--- src/rtl/ctlreg_pkg.sv ---
package ctlreg_pkg;
  localparam int unsigned DATA_W = 16;
  typedef logic [DATA_W-1:0] word_t;

  // Default value of data register idx: seed plus idx copies of 0x1001.
  function automatic word_t reset_value(input word_t seed, input int unsigned idx);
    word_t step;
    step = word_t'(idx) * word_t'(16'h1001);
    return word_t'(seed + step);
  endfunction
endpackage

--- src/rtl/ctlreg_decode.sv ---
module ctlreg_decode #(
  parameter int unsigned NUM_REGS = 8,
  parameter int unsigned ADDR_W   = 4
) (
  input  logic [ADDR_W-1:0]   addr,
  input  logic                wr_en,
  input  logic                soft_rst,
  output logic [NUM_REGS-1:0] reg_sel,
  output logic                lock_sel,
  output logic [NUM_REGS-1:0] reg_wr,
  output logic                lock_wr
);
  localparam logic [ADDR_W-1:0] LOCK_ADDR = ADDR_W'(NUM_REGS);

  logic wr_ok;
  assign wr_ok = wr_en && !soft_rst;

  for (genvar i = 0; i < NUM_REGS; i++) begin : g_sel
    assign reg_sel[i] = (addr == ADDR_W'(i));
    assign reg_wr[i]  = reg_sel[i] && wr_ok;
  end

  assign lock_sel = (addr == LOCK_ADDR);
  assign lock_wr  = lock_sel && wr_ok;
endmodule

--- src/rtl/ctlreg_lock.sv ---
module ctlreg_lock #(
  parameter int unsigned          NUM_REGS = 8,
  parameter logic [NUM_REGS-1:0]  LOCKABLE = '1
) (
  input  logic                clk,
  input  logic                rst_n,
  input  logic                wr,
  input  logic [NUM_REGS-1:0] set_bits,
  output logic [NUM_REGS-1:0] lock_q
);
  always_ff @(posedge clk or negedge rst_n) begin
    if (!rst_n)  lock_q <= '0;
    else if (wr) lock_q <= lock_q | (set_bits & LOCKABLE);
  end


  lock_sticky_chk: assert property (@(posedge clk) disable iff (!rst_n)
    (lock_q & $past(lock_q)) == $past(lock_q));


  lock_mask_chk: assert property (@(posedge clk) disable iff (!rst_n)
    (lock_q & ~LOCKABLE) == '0);
endmodule

--- src/rtl/ctlreg_cell.sv ---
module ctlreg_cell #(
  parameter ctlreg_pkg::word_t RST_VAL = '0
) (
  input  logic              clk,
  input  logic              rst_n,
  input  logic              soft_rst,
  input  logic              wr,
  input  logic              locked,
  input  ctlreg_pkg::word_t wdata,
  output ctlreg_pkg::word_t q
);
  always_ff @(posedge clk or negedge rst_n) begin
    if (!rst_n)              q <= RST_VAL;
    else if (soft_rst)       q <= RST_VAL;
    else if (wr && !locked)  q <= wdata;
  end


  locked_hold_chk: assert property (@(posedge clk) disable iff (!rst_n)
    (wr && locked && !soft_rst) |=> $stable(q));


  soft_default_chk: assert property (@(posedge clk) disable iff (!rst_n)
    soft_rst |=> (q == RST_VAL));


  write_take_chk: assert property (@(posedge clk) disable iff (!rst_n)
    (wr && !locked && !soft_rst) |=> (q == $past(wdata)));
endmodule

--- src/rtl/ctlreg_bank.sv ---
module ctlreg_bank #(
  parameter int unsigned             NUM_REGS = 8,
  parameter int unsigned             ADDR_W   = 4,
  parameter logic [NUM_REGS-1:0]     LOCKABLE = 8'hFE,
  parameter ctlreg_pkg::word_t       RST_SEED = 16'h0C30
) (
  input  logic        clk,
  input  logic        rst_n,
  input  logic        soft_rst,
  input  logic        wr_en,
  input  logic        rd_en,
  input  logic [ADDR_W-1:0] addr,
  input  logic [15:0] wdata,
  output logic [15:0] rd_data,
  output logic        rd_valid
);
  import ctlreg_pkg::*;

  logic [NUM_REGS-1:0] reg_sel;
  logic [NUM_REGS-1:0] reg_wr;
  logic                lock_sel;
  logic                lock_wr;
  logic [NUM_REGS-1:0] lock_q;
  word_t               q [NUM_REGS];
  word_t               rd_mux;

  ctlreg_decode #(.NUM_REGS(NUM_REGS), .ADDR_W(ADDR_W)) u_decode (
    .addr     (addr),
    .wr_en    (wr_en),
    .soft_rst (soft_rst),
    .reg_sel  (reg_sel),
    .lock_sel (lock_sel),
    .reg_wr   (reg_wr),
    .lock_wr  (lock_wr)
  );

  ctlreg_lock #(.NUM_REGS(NUM_REGS), .LOCKABLE(LOCKABLE)) u_lock (
    .clk      (clk),
    .rst_n    (rst_n),
    .wr       (lock_wr),
    .set_bits (wdata[NUM_REGS-1:0]),
    .lock_q   (lock_q)
  );

  for (genvar i = 0; i < NUM_REGS; i++) begin : g_cell
    ctlreg_cell #(.RST_VAL(reset_value(RST_SEED, i))) u_cell (
      .clk      (clk),
      .rst_n    (rst_n),
      .soft_rst (soft_rst),
      .wr       (reg_wr[i]),
      .locked   (lock_q[i]),
      .wdata    (wdata),
      .q        (q[i])
    );
  end

  always_comb begin
    rd_mux = '0;
    for (int i = 0; i < NUM_REGS; i++) begin
      if (reg_sel[i]) rd_mux = q[i];
    end
    if (lock_sel) rd_mux = DATA_W'(lock_q);
  end

  always_ff @(posedge clk or negedge rst_n) begin
    if (!rst_n) begin
      rd_data  <= '0;
      rd_valid <= 1'b0;
    end else begin
      rd_data  <= rd_en ? rd_mux : '0;
      rd_valid <= rd_en;
    end
  end


  unmapped_zero_chk: assert property (@(posedge clk) disable iff (!rst_n)
    (rd_en && !(|reg_sel) && !lock_sel) |=> (rd_data == '0));


  idle_zero_chk: assert property (@(posedge clk) disable iff (!rst_n)
    !rd_en |=> (rd_data == '0 && !rd_valid));


  lock_keep_chk: assert property (@(posedge clk) disable iff (!rst_n)
    soft_rst |=> $stable(lock_q));
endmodule

--- config.mk ---
export PLATFORM = sky130hd
export DESIGN_NAME = ctlreg_bank
export DESIGN_NICKNAME = d
export VERILOG_FILES = /design/src/rtl/ctlreg_pkg.sv /design/src/rtl/ctlreg_decode.sv /design/src/rtl/ctlreg_lock.sv /design/src/rtl/ctlreg_cell.sv /design/src/rtl/ctlreg_bank.sv
export SDC_FILE = /design/constraint.sdc
export NUM_CORES = 1
export LEC_CHECK = 0
export BUFFER_PORTS_ARGS = -buffer_cell sky130_fd_sc_hd__buf_2
export CORE_ASPECT_RATIO = 0.9
export CORE_UTILIZATION = 35
export CTS_CLUSTER_SIZE = 24
export DETAILED_ROUTE_END_ITERATION = 10
export HOLD_SLACK_MARGIN = 0.12
export SLEW_MARGIN = 20
export SYNTH_ARGS = -nofsm -noshare
export SYNTH_HDL_FRONTEND = slang
export SYNTH_SLANG_ARGS = --single-unit
--- constraint.sdc ---
create_clock -name clk -period 2.2 [get_ports clk]
set_input_delay 0.33 -clock clk [delete_from_list [all_inputs] [get_ports clk]]
set_output_delay 0.33 -clock clk [all_outputs]
set_load 0.02 [all_outputs]
==> impl_results.md <==
* Largest net degree at the start of global routing at 113
* Worst-path clk slew at 60 ps
* WP data arrival at 1960 ps
* Most frequent cells after synthesis: nand2_1 (108), dfrtp_1 (96), o21ai_0 (93)
* IR Drop Worst-Case VDD at 0.387 mV
* Share of cells above drive strength 1 at 0.260
* Number of synthesized flops with an enable pin at 0
* Setup crit end kind: register
* Vias in the first global route at 5426
* Worst R2R Path Depth at 4
* Seq/Total Area, Yosys at 0.526
* Worst R2R End: g_cell[4].u_cell.q[5]
* FILL cells at 1976
* # diodes at 0
* Largest fanout on the critical path at 4
* Multi-input combinational cell area at 3140 um2
* Post-DRT Antenna Nets at 0
* I/O Pins at 42
* RSZ-0062 raised after global routing: false
* Cells after Synth at 722
* Register area at 3870 um2
* FP Rows at 49
* Measured slew at the worst slew-check pin at 1030 ps
* CP required at 2560 ps
* Hold Path Stages at 2
* CTS root buf: clkbuf_16
* H-tree levels at 4
* Final period util at 0.726
* Final worst slack at 602 ps
* Top cell type's share of synthesized area at 0.326
* Clock Skews at 8.61 ps
* Final min period at 1600 ps
* Hold path endpoint: u_lock.lock_q[1]
* Post-Route WL at 19600 um
* Post-DR wirelength/cell at 18.7 um
* Area contributors post-synth: dfrtp_1 (33%), dfstp_2 (20%), o21ai_0 (6.3%)
* Share of flip-flops with an asynchronous set or reset at 1.00
* DIE WIDTH at 155 um
* CTS tree: yes
* Slew Limit Fails at 0
* Sink Count at 152
* Final hold violation count at 0
* DIE HEIGHT at 140 um
* Final #Nets at 780
* Synth unique cells at 55
* Setup violators final at 0
* Gr usage total at 0.194
* Port Buffers at 41
* 1st-pass router iterations at 5
* Worst setup SP type: register
* Vias at 5536
* Status: complete, no violations
* Post-CTS resize count at 0
* DRT iter0 DRCs at 338
* CP Class: register to register
* Post-route setup TNS at 0 ps
* CTS Buf Count at 17
* DP Worst Slack at 188 ps
* Latest clock arrival within the worst-skew pair at 420 ps
* Class of the worst hold path: primary input to register
* R2R Setup Slk at 600 ps
* Total Die Area at 21600 um2
* Synthesis Warnings at 0
* Most frequent cell after synthesis: nand2_1
* Area of the core at 20300 um2
* Slew margin rel. at 0.314
* Achievable clock frequency at 626 MHz
* Pwr dens at 753 nW/um2
* Post-DP HPWL at 12800 um
* Residual DRC count at 0
* GRT Residual Overflow at 0
* Max-cap violations at 0
* Syn Nets at 747
* RR Startpoint: u_lock.lock_q[4]
* LEAKAGE at 0.00366 uW
* Routability congestion estimate at 0.852
* Post-synth top area cell: dfrtp_1
* Vias per Instance at 5.28
* Clk buf depth at 2
* Hold_sp: wdata[1]
* Initial Utilization at 0.363
* Syn Std Cell Area at 7370 um2
* First-pass GRT wire length at 31900 um
* Register bit total from synthesis at 152
* Synthesis-to-finish area growth at 16.2%
* Initial antenna violation count at 0
* Post-synth top flop: dfrtp_1
* Avg Inst Size Synth at 10.2 um2
==> how the worst max path moves through the flow <==
stage	start	end	slack (ps)
6_report	u_lock.lock_q[4]	g_cell[4].u_cell.q[5]	600
5_1_grt	addr[2]	g_cell[4].u_cell.q[5]	530
4_1_cts	u_lock.lock_q[4]	g_cell[4].u_cell.q[6]	620
3_5_place_dp	soft_rst	g_cell[1].u_cell.q[7]	190
3_3_place_gp	addr[1]	g_cell[4].u_cell.q[5]	210
2_1_floorplan	soft_rst	g_cell[1].u_cell.q[15]	360
==> critical path: stages (launching register included) <==
cell and delay, ps:
dfrtp_1 410, nor4_1 690, buf_4 250, nor3_1 50, nor2_1 140
==> registers in the layout (all words and copies together) (netlist names) <==
signal,cells
u_lock.lock_q,7
rd_data,16
rd_valid,1
g_cell.u_cell.q,128
==> placed cells by master, fill, tap and decap left out, types with 4 or more instances in the layout <==
cell / instances
a211o_1: 14
a211oi_1: 6
a21o_1: 7
a21oi_1: 11
a221oi_1: 9
a2bb2oi_1: 6
buf_12: 5
buf_2: 40
buf_4: 32
clkbuf_16: 17
dfrtp_1: 96
dfstp_2: 56
inv_1: 13
mux2i_1: 14
mux4_2: 8
nand2_1: 108
nand2b_1: 22
nand3b_1: 58
nor2_1: 28
nor2_2: 4
nor2b_1: 21
nor3_1: 7
nor3b_1: 4
nor4bb_1: 6
o21ai_0: 93
o21ai_2: 10
o221a_2: 5
o22a_1: 4
o22ai_1: 5
==> per-stage QoR <==
| stage | hold slack [ps] | util | power [uW] | cell area, um2 | cells |
|---|---|---|---|---|---|
| 2_1_floorplan | 34.4 | - | 3270 | 7370 | 722 |
| 3_3_place_gp | 341 | 0.392 | 3510 | 7960 | 1015 |
| 3_5_place_dp | 345 | 0.392 | 3520 | 7960 | 1015 |
| 4_1_cts | 135 | 0.422 | 6520 | 8570 | 1048 |
| 5_1_grt | 152 | 0.422 | 6690 | 8570 | 1048 |
| 6_report | 152 | 0.422 | 6450 | 8570 | 1048 |
==> timing repair <==
item / CTS / global route
endpoints found under the setup margin: 0 / 0
setup buffers: 0 / 0
hold buffers: 1 / 0
endpoints found under the hold margin: 44 / 0
==> power by group <==
group / internal (uW) / leakage (uW) / switching [uW] / total [uW]
registers: 2880 / 0.00191 / 59.3 / 2940
logic: 189 / 0.00146 / 336 / 525
clock network: 1820 / 0.000288 / 1170 / 2980
==> layout make-up <==
class	instances	area share
Tap cell	280	0.0409
Timing Repair Buffer	79	0.0656
Sequential cell	152	0.452
Clock buffer	21	0.0526
Inverter	13	0.00570
Multi-Input combinational cell	492	0.366
Clock inverter	11	0.0171
==> kinds of logic after synthesis <==
logic type             count (synthesis)  synth area share
buffers and inverters                 78            0.0489
multiplexers                          24            0.0465
AO/OA/AOI/OAI                        188             0.166
AND/OR/NAND/NOR                      280             0.213
flip-flops                           152             0.526
==> routing by layer <==
layer  vias up  wire, um  GRT usage
met5         -         0          0
met4         0       283     0.0563
met3        23       782     0.0392
met2       138      8810      0.289
met1      2761      9750      0.283
li1       2614         -          -
No activity file was read; power rests on OpenSTA's default activity.
